==> src/rtl/stepper_phase_seq.sv <==
module stepper_phase_seq #(
  parameter int CLK_PER_TICK    = 50,
  parameter int MIN_PULSE_TICKS = 10,
  parameter int DIR_GUARD_TICKS = 7,
  parameter int RST_GAP_TICKS   = 10
) (
  input  logic clk,
  input  logic rst_n,
  input  logic step_i,
  input  logic dir_i,
  input  logic edge_mode_i,
  input  logic enable_i,
  input  logic ext_rst_n_i,
  output logic phase_a_o,
  output logic phase_ab_o,
  output logic phase_b_o,
  output logic phase_bb_o,
  output logic pulse_err_o,
  output logic dir_err_o,
  output logic early_err_o
);

  localparam int LIM_AB = (MIN_PULSE_TICKS > DIR_GUARD_TICKS) ? MIN_PULSE_TICKS : DIR_GUARD_TICKS;
  localparam int LIM    = (LIM_AB > RST_GAP_TICKS) ? LIM_AB : RST_GAP_TICKS;
  localparam int CW     = $clog2(LIM + 1);
  localparam int PW     = $clog2(CLK_PER_TICK + 1);
  localparam logic [PW-1:0] P_PRE_LAST = PW'(CLK_PER_TICK - 1);
  localparam logic [CW-1:0] P_MIN = CW'(MIN_PULSE_TICKS);
  localparam logic [CW-1:0] P_GRD = CW'(DIR_GUARD_TICKS);
  localparam logic [CW-1:0] P_GAP = CW'(RST_GAP_TICKS);

  logic [4:0] sync1, sync2;
  always_ff @(posedge clk or negedge rst_n)
    if (!rst_n) begin
      sync1 <= '0;
      sync2 <= '0;
    end else begin
      sync1 <= {ext_rst_n_i, edge_mode_i, enable_i, dir_i, step_i};
      sync2 <= sync1;
    end

  logic step_s, dir_s, en_s, mode_s, xrst_s;
  assign {xrst_s, mode_s, en_s, dir_s, step_s} = sync2;

  logic step_prev, dir_prev;
  always_ff @(posedge clk or negedge rst_n)
    if (!rst_n) begin
      step_prev <= 1'b0;
      dir_prev  <= 1'b0;
    end else begin
      step_prev <= step_s;
      dir_prev  <= dir_s;
    end

  logic step_rise, step_edge, dir_chg, active_edge;
  assign step_rise   = step_s & ~step_prev;
  assign step_edge   = step_s ^ step_prev;
  assign dir_chg     = dir_s ^ dir_prev;
  assign active_edge = mode_s ? step_rise : step_edge;

  logic [PW-1:0] pre;
  logic tick;
  assign tick = (pre == P_PRE_LAST);
  always_ff @(posedge clk or negedge rst_n)
    if (!rst_n)    pre <= '0;
    else if (tick) pre <= '0;
    else           pre <= pre + 1'b1;

  logic [CW-1:0] lvl_cnt, dir_age, rise_age, gap_cnt;
  logic width_ok, gap_ok;
  assign width_ok = (lvl_cnt >= P_MIN);
  assign gap_ok   = (gap_cnt >= P_GAP);

  always_ff @(posedge clk or negedge rst_n)
    if (!rst_n) begin
      lvl_cnt  <= P_MIN;
      dir_age  <= P_GRD;
      rise_age <= P_GRD;
      gap_cnt  <= '0;
    end else begin
      if (step_edge)                     lvl_cnt <= '0;
      else if (tick && lvl_cnt < P_MIN)  lvl_cnt <= lvl_cnt + 1'b1;
      if (dir_chg)                       dir_age <= '0;
      else if (tick && dir_age < P_GRD)  dir_age <= dir_age + 1'b1;
      if (step_rise)                     rise_age <= '0;
      else if (tick && rise_age < P_GRD) rise_age <= rise_age + 1'b1;
      if (!xrst_s)                       gap_cnt <= '0;
      else if (tick && gap_cnt < P_GAP)  gap_cnt <= gap_cnt + 1'b1;
    end

  logic step_go;
  assign step_go = active_edge & width_ok & gap_ok & en_s & xrst_s;

  logic [1:0] phase;
  always_ff @(posedge clk or negedge rst_n)
    if (!rst_n)       phase <= 2'd0;
    else if (!xrst_s) phase <= 2'd0;
    else if (step_go) phase <= dir_s ? phase + 2'd1 : phase - 2'd1;

  logic pulse_bad, dir_bad, early_bad;
  assign pulse_bad = xrst_s & step_edge & ~width_ok;
  assign early_bad = xrst_s & active_edge & ~gap_ok;
  assign dir_bad   = xrst_s & ((step_rise & (dir_chg | (dir_age < P_GRD)))
                             | (dir_chg & (rise_age < P_GRD)));

  always_ff @(posedge clk or negedge rst_n)
    if (!rst_n) begin
      pulse_err_o <= 1'b0;
      dir_err_o   <= 1'b0;
      early_err_o <= 1'b0;
    end else begin
      if (pulse_bad) pulse_err_o <= 1'b1;
      if (dir_bad)   dir_err_o   <= 1'b1;
      if (early_bad) early_err_o <= 1'b1;
    end

  assign phase_a_o  = en_s & (phase == 2'd0 || phase == 2'd3);
  assign phase_ab_o = en_s & (phase == 2'd1 || phase == 2'd2);
  assign phase_b_o  = en_s & (phase == 2'd0 || phase == 2'd1);
  assign phase_bb_o = en_s & (phase == 2'd2 || phase == 2'd3);

  a_r1_single_move: assert property (@(posedge clk) disable iff (!rst_n)
    xrst_s |=> (phase == $past(phase) || phase == $past(phase) + 2'd1 || phase == $past(phase) - 2'd1));
  a_r4_pair_count: assert property (@(posedge clk) disable iff (!rst_n)
    $countones({phase_a_o, phase_ab_o, phase_b_o, phase_bb_o}) == (en_s ? 2 : 0));
  a_r4_pair_excl: assert property (@(posedge clk) disable iff (!rst_n)
    !(phase_a_o && phase_ab_o) && !(phase_b_o && phase_bb_o));
  a_r5_frozen: assert property (@(posedge clk) disable iff (!rst_n)
    (!en_s && xrst_s) |=> $stable(phase));
  a_r6_home: assert property (@(posedge clk) disable iff (!rst_n)
    !xrst_s |=> phase == 2'd0);
  a_r7_early_hold: assert property (@(posedge clk) disable iff (!rst_n)
    (xrst_s && gap_cnt < P_GAP) |=> $stable(phase));
  a_r8_short_hold: assert property (@(posedge clk) disable iff (!rst_n)
    (xrst_s && step_edge && !width_ok) |=> $stable(phase));
  a_r10_pulse_sticky: assert property (@(posedge clk) disable iff (!rst_n)
    pulse_err_o |=> pulse_err_o);
  a_r10_dir_sticky: assert property (@(posedge clk) disable iff (!rst_n)
    dir_err_o |=> dir_err_o);
  a_r10_early_sticky: assert property (@(posedge clk) disable iff (!rst_n)
    early_err_o |=> early_err_o);

endmodule

==> config.mk <==
export PLATFORM = sky130hd
export DESIGN_NAME = stepper_phase_seq
export DESIGN_NICKNAME = d
export VERILOG_FILES = /design/src/rtl/stepper_phase_seq.sv
export SDC_FILE = /design/constraint.sdc
export NUM_CORES = 1
export LEC_CHECK = 0
export BUFFER_PORTS_ARGS = -buffer_cell sky130_fd_sc_hd__buf_2
export CORE_UTILIZATION = 55
export DETAILED_ROUTE_END_ITERATION = 8
export PLACE_DENSITY = 0.74
export SYNTH_ARGS = -nofsm -noshare
export SYNTH_HDL_FRONTEND = slang
export SYNTH_SLANG_ARGS = --single-unit
export TNS_END_PERCENT = 1
==> constraint.sdc <==
create_clock -name clk -period 2.9 [get_ports clk]
set_clock_uncertainty 0.15 [all_clocks]
set_input_delay 0 -clock clk [delete_from_list [all_inputs] [get_ports clk]]
set_output_delay 0 -clock clk [all_outputs]
set_load 0.05 [all_outputs]
==> out/results.ini <==
[outcome]
outcome = completed

[layout]
finalNetCount = 201
antenna_cells = 0
drive_gt1_share_pct = 18.1
register_area_um2 = 986
n_fill_cell = 242
fin_cells = 226
fin_util_pct = 64.8
area_growth_syn_to_layout_pct = 10.8
multi_input_area_um2 = 723

[floorplan]
initial_core_util_pct = 58.4
core_um2 = 3050
die_y_um = 59.0
row_count = 20
die_x_um = 59.0
io_pins = 14
die-area_um2 = 3480

[synth]
synth_nets = 179
synthTopCellsByArea = dfrtp_1 43%, dfstp_2 12%, ha_1 9.1%
ys_warn_count = 0
synth.avg_cell_area_um2 = 11.2
yosysTopAreaCell = dfrtp_1
synth_seq_cells = 39
yosys-top-cells-count = 31 x dfrtp_1, 14 x nand2_1, 14 x nor2_1
netlist_area_um2 = 1780
ys_types = 31
ys_async_sr_fraction_pct = 100
synth_edf_count = 0
yosysMostFrequentCell = dfrtp_1
synth-seq-area-share_pct = 55.3
yosysTopAreaCellShare_pct = 43.5
synthCells = 159
synthFlopType = dfrtp_1

[power_and_ir_drop]
p_sw_uw = 199
internal_power_uw = 664
power.static_leakage_nw = 0.939
swShare_pct = 23.1
comb_power_share_pct = 5.1
power_density_nw_per_um2 = 436
clkPwrFrac_pct = 30.0
seq_power_share_pct = 64.9
ir_drop_mv = 0.398

[clock_network]
cts.sinks = 39
numCtsBuffers = 5
htreeDepth = 2
clockBufferDepth = 2
tritoncts = done
cts_hold_buf = 6
clk_latency_ps = 340
cts_setup_buffers = 0
path_clk_slew_ps = 110
cts-resized-gates = 0
root_buffer = clkbuf_4

[placement]
port_buffers = 13
hpwl_mm = 2.11
routabilityCongestion = 0.723
dpl.cell_count = 212

[timing]
slew_violations = 0
worst_pin_slew_ps = 821
setup_viol = 0
slew_headroom_pct = 45.2
setup_tns_ps = 0
rsz0062_at_grt = no
fin_crit_ps = 1740
finalCritPeriodShare_pct = 59.9
hold_viol_final = 0
fmax_mhz = 576

[worst_hold_path]
hold_path.class = primary input to async pin

[critical_path]
worstSetupStartpointType = flip-flop
worstPathRequired_ps = 2980
crit_path_end_kind = flip-flop
critical_path_class = flip-flop to flip-flop
critPathMaxFanout = 15
cp.arrival_ps = 1820

[grt]
grt_pass1_vias = 1237
antenna_found_initial = 0
track_usage_pct = 21.2
grt_start_max_net_pins = 40
grt_pass1_wl_mm = 5.38
overflow = 0

[detailed_routing]
via_per_inst = 5.31
drc = 0
first_pass_iters = 4
antenna_left = 0
dr_total_vias = 1201
post_drt_wl_per_cell_um = 13.5
routed_wl_mm = 3.05
dr.first_iter.drc_count = 45

[run]
maxCapViolations = 0

-- metrics by stage --
step | setup WS, ps | power [mW] | instance area, um2 | hold slack [ps]
after floorplan | 1190 | 0.588 | 1780 | -446
final | 1160 | 0.863 | 1980 | 129
after detailed placement | 1180 | 0.609 | 1870 | -40.7
after global placement | 1250 | 0.607 | 1870 | -41.4
after global routing | 1030 | 0.901 | 1980 | 133
after CTS | 1170 | 0.870 | 1980 | 137
-- cells in the final DEF, fill, tap and decap left out, types with 3 or more instances in the layout --
cell type	n
a21oi_1	8
a31oi_1	5
buf_2	13
clkbuf_4	5
dfrtp_1	31
dfstp_2	8
dlygate4sd3_1	6
ha_1	13
inv_1	10
mux2i_1	3
nand2_1	14
nand3_1	12
nor2_1	14
o211ai_1	3
o21a_1	3
o31ai_1	3
xnor2_1	5
xor2_1	4
-- metal layers --
metal  GRT usage [%]  routed length, um  vias up  share of wire (%)
met3            4.84                109        5                3.6
met4            10.5                 42        0                1.4
li1                -                  -      586                  -
met5               0                  0        -                  0
met2            33.6               1480       22                 49
met1            27.5               1410      588                 46
-- worst paths after layout --
path / endpoint / from / cells past startpoint / slack (ps)
max: lvl_cnt[2] / pre[1] / 6 / 1160
min: rise_age[3] / rst_n / 2 / 130
max reg2reg: lvl_cnt[2] / pre[1] / 6 / 1160
min reg2reg: sync2[3] / sync1[3] / 0 / 210
max in group asynchronous: gap_cnt[3] / rst_n / 2 / 1940
min in group clk: sync1[4] / ext_rst_n_i / 2 / 140
-- cells by family (layout without fill, tap and decap cells) --
group                      Yosys count  in the layout  synth area share [%]
and+or+nand+nor                     52             52                  14.5
DFF                                 39             39                  55.3
AOI/OAI and AO/OA                   28             28                  10.2
buffers and inverters               14             37                  4.21
adders and majority gates           13             13                  9.12
xor gates and xnor gates             9              9                  4.42
muxes                                4              4                  2.31
-- flip-flops by register name, indices dropped and copies added (netlist names), 2 cells and up --
register,flops
dir_age,4
gap_cnt,4
lvl_cnt,4
phase,2
pre,6
rise_age,4
sync1,5
sync2,5
-- power groups by stage --
stage	Clock [mW]	Combinational, mW	Sequential (mW)
final	0.259	0.0440	0.560
after global routing	0.291	0.0491	0.561
after CTS	0.265	0.0452	0.560
after detailed placement	0	0.0391	0.570
after global placement	0	0.0377	0.569
after floorplan	0	0.0211	0.567
-- worst max-delay path, cell delays in order, from the launching register on --
cell and delay, ps:
dfrtp_1 430, inv_1 80, ha_1 120, and3b_1 290
and2_4 300, and4b_1 230, nor3_2 50
-- area by class of cell --
| class | instances | share of cell area (%) |
|---|---|---|
| multi-input cells | 106 | 36.6 |
| flip-flops and latches | 39 | 49.9 |
| well taps | 44 | 2.78 |
| repair buffers | 19 | 6.33 |
| inverters | 10 | 1.90 |
| clock buffers | 7 | 2.28 |
| clock inverters | 1 | 0.253 |
Note: power is estimated with default switching activity, not from simulation.
